$ cat src/rtl/xrom_pkg.sv
package xrom_pkg;

    typedef enum logic [2:0] {
        ST_IDLE,
        ST_TURN,
        ST_ARB,
        ST_ACC,
        ST_DONE
    } xrom_state_e;

    typedef struct packed {
        logic        wr;
        logic        burst;
        logic [3:0]  be;
        logic [31:0] wdata;
    } xrom_req_t;

    function automatic int unsigned clocks_for(input int unsigned ns, input int unsigned clk_ns);
        return (ns + clk_ns - 1) / clk_ns;
    endfunction

    function automatic logic [1:0] low_lane(input logic [3:0] be);
        logic [1:0] lane;
        lane = 2'd0;
        for (int i = 3; i >= 0; i--) begin
            if (be[i]) lane = 2'(i);
        end
        return lane;
    endfunction

    function automatic logic [7:0] pick_byte(input logic [31:0] w, input logic [1:0] lane);
        logic [7:0] b;
        case (lane)
            2'd0:    b = w[7:0];
            2'd1:    b = w[15:8];
            2'd2:    b = w[23:16];
            default: b = w[31:24];
        endcase
        return b;
    endfunction

endpackage

$ cat src/rtl/xrom_timer.sv
module xrom_timer #(
    parameter int unsigned LIMIT = 19
) (
    input  logic clk,
    input  logic rst,
    input  logic run,
    output logic last
);
    generate
        if (LIMIT <= 1) begin : g_single
            assign last = run;
        end else begin : g_count
            localparam int unsigned CW = $clog2(LIMIT);
            logic [CW-1:0] cnt;

            always_ff @(posedge clk) begin
                if (rst || !run || last) cnt <= '0;
                else                     cnt <= cnt + 1'b1;
            end

            assign last = run && (cnt == CW'(LIMIT - 1));

            p_cnt_bound_r2: assert property (@(posedge clk) disable iff (rst)
                cnt <= CW'(LIMIT - 1));
            p_cnt_idle_r2: assert property (@(posedge clk) disable iff (rst)
                !run |=> cnt == '0);
        end
    endgenerate
endmodule

$ cat src/rtl/xrom_pack.sv
module xrom_pack (
    input  logic        clk,
    input  logic        rst,
    input  logic        clr,
    input  logic        cap,
    input  logic [1:0]  lane,
    input  logic [7:0]  din,
    output logic [31:0] word
);
    always_ff @(posedge clk) begin
        if (rst || clr) begin
            word <= '0;
        end else if (cap) begin
            case (lane)
                2'd0:    word[7:0]   <= din;
                2'd1:    word[15:8]  <= din;
                2'd2:    word[23:16] <= din;
                default: word[31:24] <= din;
            endcase
        end
    end

    p_lane_written_r1: assert property (@(posedge clk) disable iff (rst)
        (cap && !clr && lane == 2'd0) |=> word[7:0] == $past(din));
    p_hold_r1: assert property (@(posedge clk) disable iff (rst)
        (!cap && !clr) |=> $stable(word));
endmodule

$ cat src/rtl/xrom_ctrl.sv
module xrom_ctrl
    import xrom_pkg::*;
(
    input  logic        clk,
    input  logic        rst,
    input  logic        start,
    input  logic        wr,
    input  logic        nop,
    input  logic        burst,
    input  logic        arb_ack,
    input  logic        beat_end,
    output xrom_state_e state,
    output logic [1:0]  beat,
    output logic        run,
    output logic        cap,
    output logic        trdy,
    output logic        stop,
    output logic        arb_req,
    output logic        mem_cs,
    output logic        mem_oe,
    output logic        mem_we
);
    xrom_state_e nxt;
    logic [1:0]  beat_nxt;

    always_comb begin
        nxt      = state;
        beat_nxt = beat;
        unique case (state)
            ST_IDLE: if (start) nxt = ST_TURN;
            ST_TURN: nxt = nop ? ST_DONE : ST_ARB;
            ST_ARB: begin
                if (arb_ack) begin
                    nxt      = ST_ACC;
                    beat_nxt = 2'd0;
                end
            end
            ST_ACC: begin
                if (beat_end) begin
                    if (wr || beat == 2'd3) nxt = ST_DONE;
                    else                    beat_nxt = beat + 2'd1;
                end
            end
            ST_DONE: nxt = ST_IDLE;
            default: nxt = ST_IDLE;
        endcase
    end

    always_ff @(posedge clk) begin
        if (rst) begin
            state <= ST_IDLE;
            beat  <= 2'd0;
        end else begin
            state <= nxt;
            beat  <= beat_nxt;
        end
    end

    assign run     = (state == ST_ACC);
    assign arb_req = (state == ST_ARB) || (state == ST_ACC);
    assign mem_cs  = run;
    assign mem_oe  = run && !wr;
    assign mem_we  = run && wr;
    assign cap     = mem_oe && beat_end;
    assign trdy    = (state == ST_DONE);
    assign stop    = trdy && burst;

    p_trdy_pulse_r3: assert property (@(posedge clk) disable iff (rst)
        trdy |=> !trdy);
    p_cs_needs_req_r8: assert property (@(posedge clk) disable iff (rst)
        mem_cs |-> arb_req);
    p_wait_grant_r8: assert property (@(posedge clk) disable iff (rst)
        (state == ST_ARB && !arb_ack) |=> (state == ST_ARB && !mem_cs));
    p_strobe_excl_r2: assert property (@(posedge clk) disable iff (rst)
        !(mem_oe && mem_we));
    p_stop_with_trdy_r9: assert property (@(posedge clk) disable iff (rst)
        stop |-> trdy);
    p_beat_order_r1: assert property (@(posedge clk) disable iff (rst)
        (mem_oe && beat_end && beat != 2'd3) |=> (mem_oe && beat == $past(beat) + 2'd1));
endmodule

$ cat src/rtl/xrom_bridge.sv
module xrom_bridge
    import xrom_pkg::*;
#(
    parameter int unsigned AW     = 8,
    parameter int unsigned CLK_NS = 8,
    parameter int unsigned ACC_NS = 150
) (
    input  logic          clk,
    input  logic          rst,
    input  logic          hit,
    input  logic          wr,
    input  logic          burst,
    input  logic [AW-3:0] word,
    input  logic [3:0]    be,
    input  logic [31:0]   wdata,
    output logic          trdy,
    output logic          stop,
    output logic [31:0]   rdata,
    output logic          arb_req,
    input  logic          arb_ack,
    output logic [AW-1:0] mem_addr,
    output logic [7:0]    mem_dout,
    input  logic [7:0]    mem_din,
    output logic          mem_cs,
    output logic          mem_oe,
    output logic          mem_we
);
    localparam int unsigned ACC_CYC = clocks_for(ACC_NS, CLK_NS);
    localparam int unsigned WORD_W  = AW - 2;

    xrom_state_e      state;
    xrom_req_t        req;
    logic [WORD_W-1:0] req_word;
    logic [1:0]       beat;
    logic [1:0]       lane;
    logic             start;
    logic             nop;
    logic             run;
    logic             beat_end;
    logic             cap;

    assign start = hit && (state == ST_IDLE);

    always_ff @(posedge clk) begin
        if (rst) begin
            req      <= '0;
            req_word <= '0;
        end else if (start) begin
            req.wr    <= wr;
            req.burst <= burst;
            req.be    <= be;
            req.wdata <= wdata;
            req_word  <= word;
        end
    end

    assign nop  = req.wr && (req.be == 4'b0000);
    assign lane = req.wr ? low_lane(req.be) : beat;

    xrom_ctrl u_ctrl (
        .clk      (clk),
        .rst      (rst),
        .start    (start),
        .wr       (req.wr),
        .nop      (nop),
        .burst    (req.burst),
        .arb_ack  (arb_ack),
        .beat_end (beat_end),
        .state    (state),
        .beat     (beat),
        .run      (run),
        .cap      (cap),
        .trdy     (trdy),
        .stop     (stop),
        .arb_req  (arb_req),
        .mem_cs   (mem_cs),
        .mem_oe   (mem_oe),
        .mem_we   (mem_we)
    );

    xrom_timer #(.LIMIT(ACC_CYC)) u_timer (
        .clk  (clk),
        .rst  (rst),
        .run  (run),
        .last (beat_end)
    );

    xrom_pack u_pack (
        .clk  (clk),
        .rst  (rst),
        .clr  (start),
        .cap  (cap),
        .lane (beat),
        .din  (mem_din),
        .word (rdata)
    );

    assign mem_addr = {req_word, lane};
    assign mem_dout = pick_byte(req.wdata, lane);

    p_idle_quiet_r10: assert property (@(posedge clk) disable iff (rst)
        (state == ST_IDLE) |-> (!arb_req && !mem_cs && !trdy));
    p_nop_skip_r7: assert property (@(posedge clk) disable iff (rst)
        (state == ST_TURN && nop) |=> (trdy && !arb_req && !mem_cs));
    p_addr_stable_r2: assert property (@(posedge clk) disable iff (rst)
        (mem_cs && !beat_end) |=> (mem_cs && $stable(mem_addr)));
    p_cap_on_read_r4: assert property (@(posedge clk) disable iff (rst)
        cap |-> (mem_oe && !req.wr));
    p_busy_ignore_r11: assert property (@(posedge clk) disable iff (rst)
        (hit && state != ST_IDLE && state != ST_DONE) |=> $stable(req_word));
    p_rdata_hold_r1: assert property (@(posedge clk) disable iff (rst)
        trdy |=> $stable(rdata));
endmodule

$ cat config.mk
export PLATFORM = sky130hd
export DESIGN_NAME = xrom_bridge
export DESIGN_NICKNAME = d
export VERILOG_FILES = /design/src/rtl/xrom_pkg.sv /design/src/rtl/xrom_timer.sv /design/src/rtl/xrom_pack.sv /design/src/rtl/xrom_ctrl.sv /design/src/rtl/xrom_bridge.sv
export SDC_FILE = /design/constraint.sdc
export NUM_CORES = 1
export LEC_CHECK = 0
export BUFFER_PORTS_ARGS = -buffer_cell sky130_fd_sc_hd__buf_2
export CAP_MARGIN = 20
export CORE_MARGIN = 2
export CORE_UTILIZATION = 56
export CTS_BUF_LIST = sky130_fd_sc_hd__clkbuf_4
export CTS_CLUSTER_DIAMETER = 100
export DETAILED_ROUTE_END_ITERATION = 7
export HOLD_SLACK_MARGIN = 0.05
export PLACE_DENSITY = 0.86
export SYNTH_ARGS = -nofsm -noshare
export SYNTH_HDL_FRONTEND = slang
export SYNTH_SLANG_ARGS = --single-unit
$ cat constraint.sdc
create_clock -name clk -period 4.3 [get_ports clk]
set_clock_uncertainty 0.2 [all_clocks]
set_input_delay 0.215 -clock clk [delete_from_list [all_inputs] [get_ports clk]]
set_output_delay 0.215 -clock clk [all_outputs]
set_load 0.01 [all_outputs]
==> summary.txt, run 1 <==
Outcome
  – Status: complete, no violations

Timing
  – Crit share post-route: 66.7%
  – Fmax: around 350 MHz
  – # setup viols final: 0
  – Final Max Slew Viols: 0
  – Tightest Pin Transition: slightly above 0.9 ns
  – Hold Vio Cnt, Final: 0
  – Worst slew margin: 38.1%
  – Tmin final: approximately 2.9 ns
  – RSZ-0062 raised after global routing: no
  – Final setup TNS: 0 ns

Die
  – Core Region: roughly 6000 sq um
  – Die ar.: between 6000 and 7000 sq um
  – Die width: 83.5 um
  – DIE HEIGHT: 83.5 um
  – Site Rows: 28
  – Initial Utilization: around 59%
  – Num ports: 110

Synthesis
  – Post-synthesis cell area: approximately 3500 sq um
  – Synth unique cells: 34
  – Yosys warnings: 0
  – Post-synthesis register bit count: 86
  – Cell with the most instances after synthesis: nand2_1
  – Yosys top cell by area: dfxtp_1
  – Post-Syn Instances: 440
  – Ys flop type: dfxtp_1
  – Post-synth top cells: nand2_1, dfxtp_1, a21oi_1
  – Ys async rst share: 0%
  – Synth top area share: 48.7%
  – EDFF count, synth: 0
  – Top cells by area, synth: dfxtp_1, nand2_1, a21oi_1
  – Syn nets: 502
  – Mapped Avg Cell Area: a little over 8 sq um
  – Sequential share of the synthesized area: ~49%

Placement
  – Final HPWL DP: between 5000 and 6000 um
  – IO Port Bufs: between 100 and 150
  – Routability cong.: slightly above 0.8

Routing
  – DRT Pass-1 Iters: 4
  – Avg WL per Cell: about 15 um
  – Starting DRT DRC Count: approximately 220
  – Routed vias/inst: between 5 and 6
  – Via Count: 3,666
  – Routed Wire Length: just over 10,000 um
  – Residual DRC: 0
  – Antenna-violating nets left: 0

Cells and area
  – Final Net Count: 650
  – Share of cells above drive strength 1: roughly 23%
  – Fill cells: ~380
  – Area Overhead vs Synth: 33.8%
  – Ant. Diodes: 0

Pwr
  – Pwr Density: 325 nW/um^2
  – Tot Pwr: around 1500 uW
  – P_leak: ~0.002 uW
  – Maximum vdd drop: roughly 0.27 mV

Setup path
  – R2r setup slk: 2.23 ns
  – Worst path slowest cell: dfxtp_1
  – Cell family with most CP delay: buffers and inverters
  – CP Launch Type: register
  – Worst EP arrival: 2.45 ns
  – Slowest Stage Delay on Critical Path: roughly 0.48 ns
  – Setup CP Type: register to output port
  – Worst Path Buf+Inv: 3
  – Crit. End Element: output port
  – Worst-path fanout max: 17
  – Cell mode on critical path: mux2i_1
  – CP Cell Sequence: inv_2 > o41ai_4 > buf_4 > mux2i_1 > mux2i_1 > buf_2
  – WP data required: around 3.9 ns

CTS
  – CTS max path bufs: 2
  – Clk Latency, worst-skew pair: 0.44 ns
  – # H-tree levels: 3
  – CTS tree: yes
  – Setup Buffers After CTS: 0
  – Cts repair resizes: 0
  – Clock slew at the register clock pins of the worst setup and hold paths: about 0.14 ns
  – # clock sinks: 86
  – Clk root buf: clkbuf_4
  – Hold-fix buffers, CTS: 53
  – Num CTS Buffers: 9

Global route
  – Largest net degree at the start of global routing: 52
  – Vias in the first global route: ~3,600
  – Met1 usage: ~30%
  – Initial antenna violation count: 0
  – Total GRT Usage: about 29%
  – Met2 usage: a little over half
  – Most Crowded Layer GR: met2
  – Grt total ovfl: 0
  – Met3 usage: between 7 and 8%
  – First-pass GRT wire length: about 16,000 um

Run
  – Max-Cap Viols: 0

Hold path
  – Hold WC Path Type: input port to register
area by class of cell:
class	count	area [sq um]	area share [%]
flip-flops and latches	86	1720	36.4
multi-input cells	317	1650	34.8
repair buffers	166	1110	23.5
well taps	75	93.8	1.98
clock buffers	9	67.6	1.43
clock inverters	7	57.6	1.22
inverters	8	30.0	0.634
state kept, by name (all words and copies together) (netlist names):
signal / cells
req: 38
u_pack.word: 32
req_word: 6
u_timer.g_count.cnt: 5
u_ctrl.state: 3
u_ctrl.beat: 2
worst register-to-register path: stages (launching register included):
cell	delay (ns)
dfxtp_1	0.48
nand2b_1	0.22
or3_1	0.12
buf_4	0.39
nand2b_1	0.23
buf_8	0.22
a21oi_1	0.14
per-stage QoR:
| stage | utilization (%) | instance area [sq um] | worst slack (ns) | cells | hold slack, ns |
|---|---|---|---|---|---|
| global route | 78.6 | 4730 | 1.35 | 668 | 0.159 |
| floorplan | - | 3540 | 2.45 | 440 | 0.151 |
| detailed placement | 67.4 | 4060 | 1.82 | 598 | 0.246 |
| global placement | 67.4 | 4060 | 1.88 | 598 | 0.238 |
| CTS | 78.3 | 4720 | 1.55 | 667 | 0.102 |
| finish | 78.6 | 4730 | 1.43 | 668 | 0.113 |
path summary, 6_finish.rpt:
| check | endpoint | start | depth (start not counted) |
|---|---|---|---|
| hold reg to reg | u_pack.word[15]$_SDFFE_PP0P_ | u_pack.word[15]$_SDFFE_PP0P_ | 2 |
| setup / recovery | mem_dout[1] | req[37]$_SDFFE_PP0P_ | 6 |
| setup reg to reg | u_pack.word[0]$_SDFFE_PP0P_ | u_ctrl.state[1]$_SDFFE_PP0P_ | 6 |
| hold / removal | u_ctrl.state[0]$_SDFFE_PP0P_ | hit | 5 |
per-layer routing:
| metal | part of all wire [%] | vias up | wire length, um |
|---|---|---|---|
| li1 | - | 1756 | - |
| met5 | 0 | - | 0 |
| met3 | 5.8 | 32 | 599 |
| met1 | 39 | 1718 | 3990 |
| met4 | 4.1 | 0 | 422 |
| met2 | 51 | 160 | 5310 |
placed cells by master, fill, tap and decap left out, drive strengths merged, types with 5 or more instances in the layout:
cell | Yosys | final
dlygate4sd3 | 0 | 53
a21oi | 80 | 80
dfxtp | 86 | 86
ha | 6 | 6
mux2i | 24 | 24
and3 | 5 | 5
nand2 | 155 | 155
nand3 | 7 | 7
buf | 20 | 113
nor2 | 9 | 9
clkbuf | 9 | 9
inv | 8 | 10
report_power, final:
part           internal (uW)  leakage [uW]  switching (uW)
clock network            124     0.0000591             297
logic                    110       0.00125             143
registers                835      0.000700            28.6
cells by family after synthesis:
family          synth area share [%]
xor+xnor                       0.743
mux                             6.79
simple gates                    23.0
flops                           48.7
buf+inv                         5.23
fa+ha+maj                       2.12
compound gates                  13.5
No activity file was read; power rests on OpenSTA's default activity.
==> run 2: changes to the inputs <==
--- a/config.mk
+++ b/config.mk
@@ -8,12 +8,12 @@
 export BUFFER_PORTS_ARGS = -buffer_cell sky130_fd_sc_hd__buf_2
 export CAP_MARGIN = 20
 export CORE_MARGIN = 2
-export CORE_UTILIZATION = 56
+export CORE_UTILIZATION = 48
 export CTS_BUF_LIST = sky130_fd_sc_hd__clkbuf_4
 export CTS_CLUSTER_DIAMETER = 100
 export DETAILED_ROUTE_END_ITERATION = 7
 export HOLD_SLACK_MARGIN = 0.05
-export PLACE_DENSITY = 0.86
+export PLACE_DENSITY = 0.79
 export SYNTH_ARGS = -nofsm -noshare
 export SYNTH_HDL_FRONTEND = slang
 export SYNTH_SLANG_ARGS = --single-unit
==> constraint.sdc (replaced) <==
create_clock -name clk -period 2.4 [get_ports clk]
set_clock_uncertainty 0.2 [all_clocks]
set_input_delay 0.12 -clock clk [delete_from_list [all_inputs] [get_ports clk]]
set_output_delay 0.12 -clock clk [all_outputs]
set_load 0.01 [all_outputs]
==> summary.txt, run 2 (synthesized netlist as in run 1, its figures left out) <==
CTS
  – # clock sinks: 86
  – Clk Latency, worst-skew pair: approximately 0.43 ns
  – CTS tree: yes
  – # H-tree levels: 3
  – CTS max path bufs: 2
  – Clk root buf: clkbuf_4
  – Clock slew at the register clock pins of the worst setup and hold paths: ~0.15 ns
  – Num CTS Buffers: 9

Timing
  – # setup viols final: 0
  – Worst slew margin: ~62%
  – Tmin final: ~2.4 ns
  – Tightest Pin Transition: around 0.57 ns
  – Hold Vio Cnt, Final: 0
  – Crit share post-route: a little over nine tenths
  – Worst Slack Setup Final: 0.0299 ns
  – Final Max Slew Viols: 0
  – RSZ-0062 raised after global routing: yes
  – Fmax: 422 MHz

Routing
  – Routed Wire Length: around 9800 um
  – Antenna-violating nets left: 0
  – Via Count: about 3,500
  – DRT Pass-1 Iters: 4
  – DR top layer: met4
  – Metal1 wirelength: around 4000 um
  – DR WL met3: between 500 and 600 um
  – Starting DRT DRC Count: 210
  – Avg WL per Cell: 14.0 um
  – Residual DRC: 0
  – Metal2 WL: 5060 um
  – Routed vias/inst: ~5.0

Placement
  – IO Port Bufs: about 110
  – Routability cong.: approximately 0.87
  – Pre-CTS WS: slightly below 0.4 ns
  – Final HPWL DP: 5950 um

Global route
  – Initial antenna violation count: 0
  – First-pass GRT wire length: between 15,000 and 20,000 um
  – Grt total ovfl: 0
  – Total GRT Usage: 24.0%
  – Vias in the first global route: 3,510
  – Largest net degree at the start of global routing: 50

Cells and area
  – Core Util, Final: about two thirds
  – Commonest non-fill, non-tap cell in the layout: nand2_1
  – Area Overhead vs Synth: 37.0%
  – Share of cells above drive strength 1: between 20% and 30%
  – Largest regs: req (38), u_pack.word (32), req_word (6)
  – Final Net Count: roughly 660
  – Register with the most flip-flops: req
  – Max reg flops: 38
  – Commonest non-fill, non-tap cells in the layout: nand2_1, buf_2, dfxtp_1
  – Ant. Diodes: 0

Setup path
  – Setup CP Type: register to output port
  – R2r setup slk: around 0.5 ns
  – Reg2reg end: u_timer.g_count.cnt[2]$_SDFF_PP0_
  – R2R cell count: 5
  – Worst-path fanout max: 8
  – Crit. End Element: output port
  – Worst EP arrival: between 2 and 2.5 ns
  – WP data required: approximately 2.1 ns
  – CP Launch Type: register
  – Worst r2r src: u_timer.g_count.cnt[0]$_SDFF_PP0_

Die
  – Initial Utilization: about half
  – DIE HEIGHT: 89.9 um
  – Die width: around 90 um
  – Core Region: between 7000 and 8000 sq um
  – Site Rows: 31
  – Num ports: between 100 and 150
  – Die ar.: 8070 sq um

Pwr
  – Pwr Density: about 590 nW/um^2
  – P_leak: slightly above 0.002 uW
  – Tot Pwr: 2860 uW
  – Maximum vdd drop: roughly 0.49 mV

Run
  – Max-Cap Viols: 0

Hold path
  – Hold WC Path Type: input port to register
  – Hold endpoint: req[9]$_SDFFE_PP0P_
  – Hold path cells: 4
  – Worst hold start: wdata[9]

Outcome
  – Status: complete, no violations
## run 2: layer usage
metal	global-route usage (%)	up-vias
met3	4.61	23
met4	9.23	0
met2	45.6	116
li1	-	1757
met5	0	-
met1	26.3	1619
## run 2: worst max path at each step
stage,slack [ns],from,depth (start not counted),to
after global routing,-0.05,req[35]$_SDFFE_PP0P_,6,mem_dout[2]
after CTS,0.04,req[37]$_SDFFE_PP0P_,6,mem_dout[1]
after global placement,0.49,req[37]$_SDFFE_PP0P_,6,mem_dout[7]
final,0.03,req[35]$_SDFFE_PP0P_,6,mem_dout[0]
after detailed placement,0.40,req[37]$_SDFFE_PP0P_,6,mem_dout[5]
after floorplan,0.60,u_timer.g_count.cnt[0]$_SDFF_PP0_,6,u_timer.g_count.cnt[2]$_SDFF_PP0_
## run 2: through the flow
step                TNS, ns  hold WS (ns)  area, sq um  std cells
CTS                       0         0.238         4820        696
global route        -0.0977         0.258         4850        697
global placement          0         0.160         4110        624
detailed placement        0         0.166         4110        624
finish                    0         0.256         4850        697
floorplan                 0        0.0560         3540        440
## run 2: layout make-up
class	instances	area, sq um
Clock inverter	7	80.1
Inverter	8	30.0
Timing Repair Buffer	171	1160
Clock buffer	9	67.6
Multi-Input combinational cell	317	1660
Fill cell	588	2370
Tap cell	99	124
Sequential cell	86	1730
## run 2: what timing repair did
action / CTS / global route
buffers inserted: 0 / 1
gates cloned: 1 / 0
hold endpoints to repair: 84 / 0
pin swaps: 0 / 1
hold buffers: 55 / 0
endpoints found under the setup margin: 8 / 8
gates resized for setup: 3 / 7
## run 2: critical path, cell delays in order, from the launching register on
cell and delay (ns):
dfxtp_2 0.37, nor2_2 0.06, o41ai_4 0.44, buf_6 0.22
mux2i_2 0.27, mux2i_1 0.10, buf_2 0.16
## run 2: power breakdown
group	total, uW	leakage [uW]	internal [uW]	switching, uW
registers	1550	0.000701	1500	57.7
clock network	869	0.0000788	332	537
logic	440	0.00128	201	238
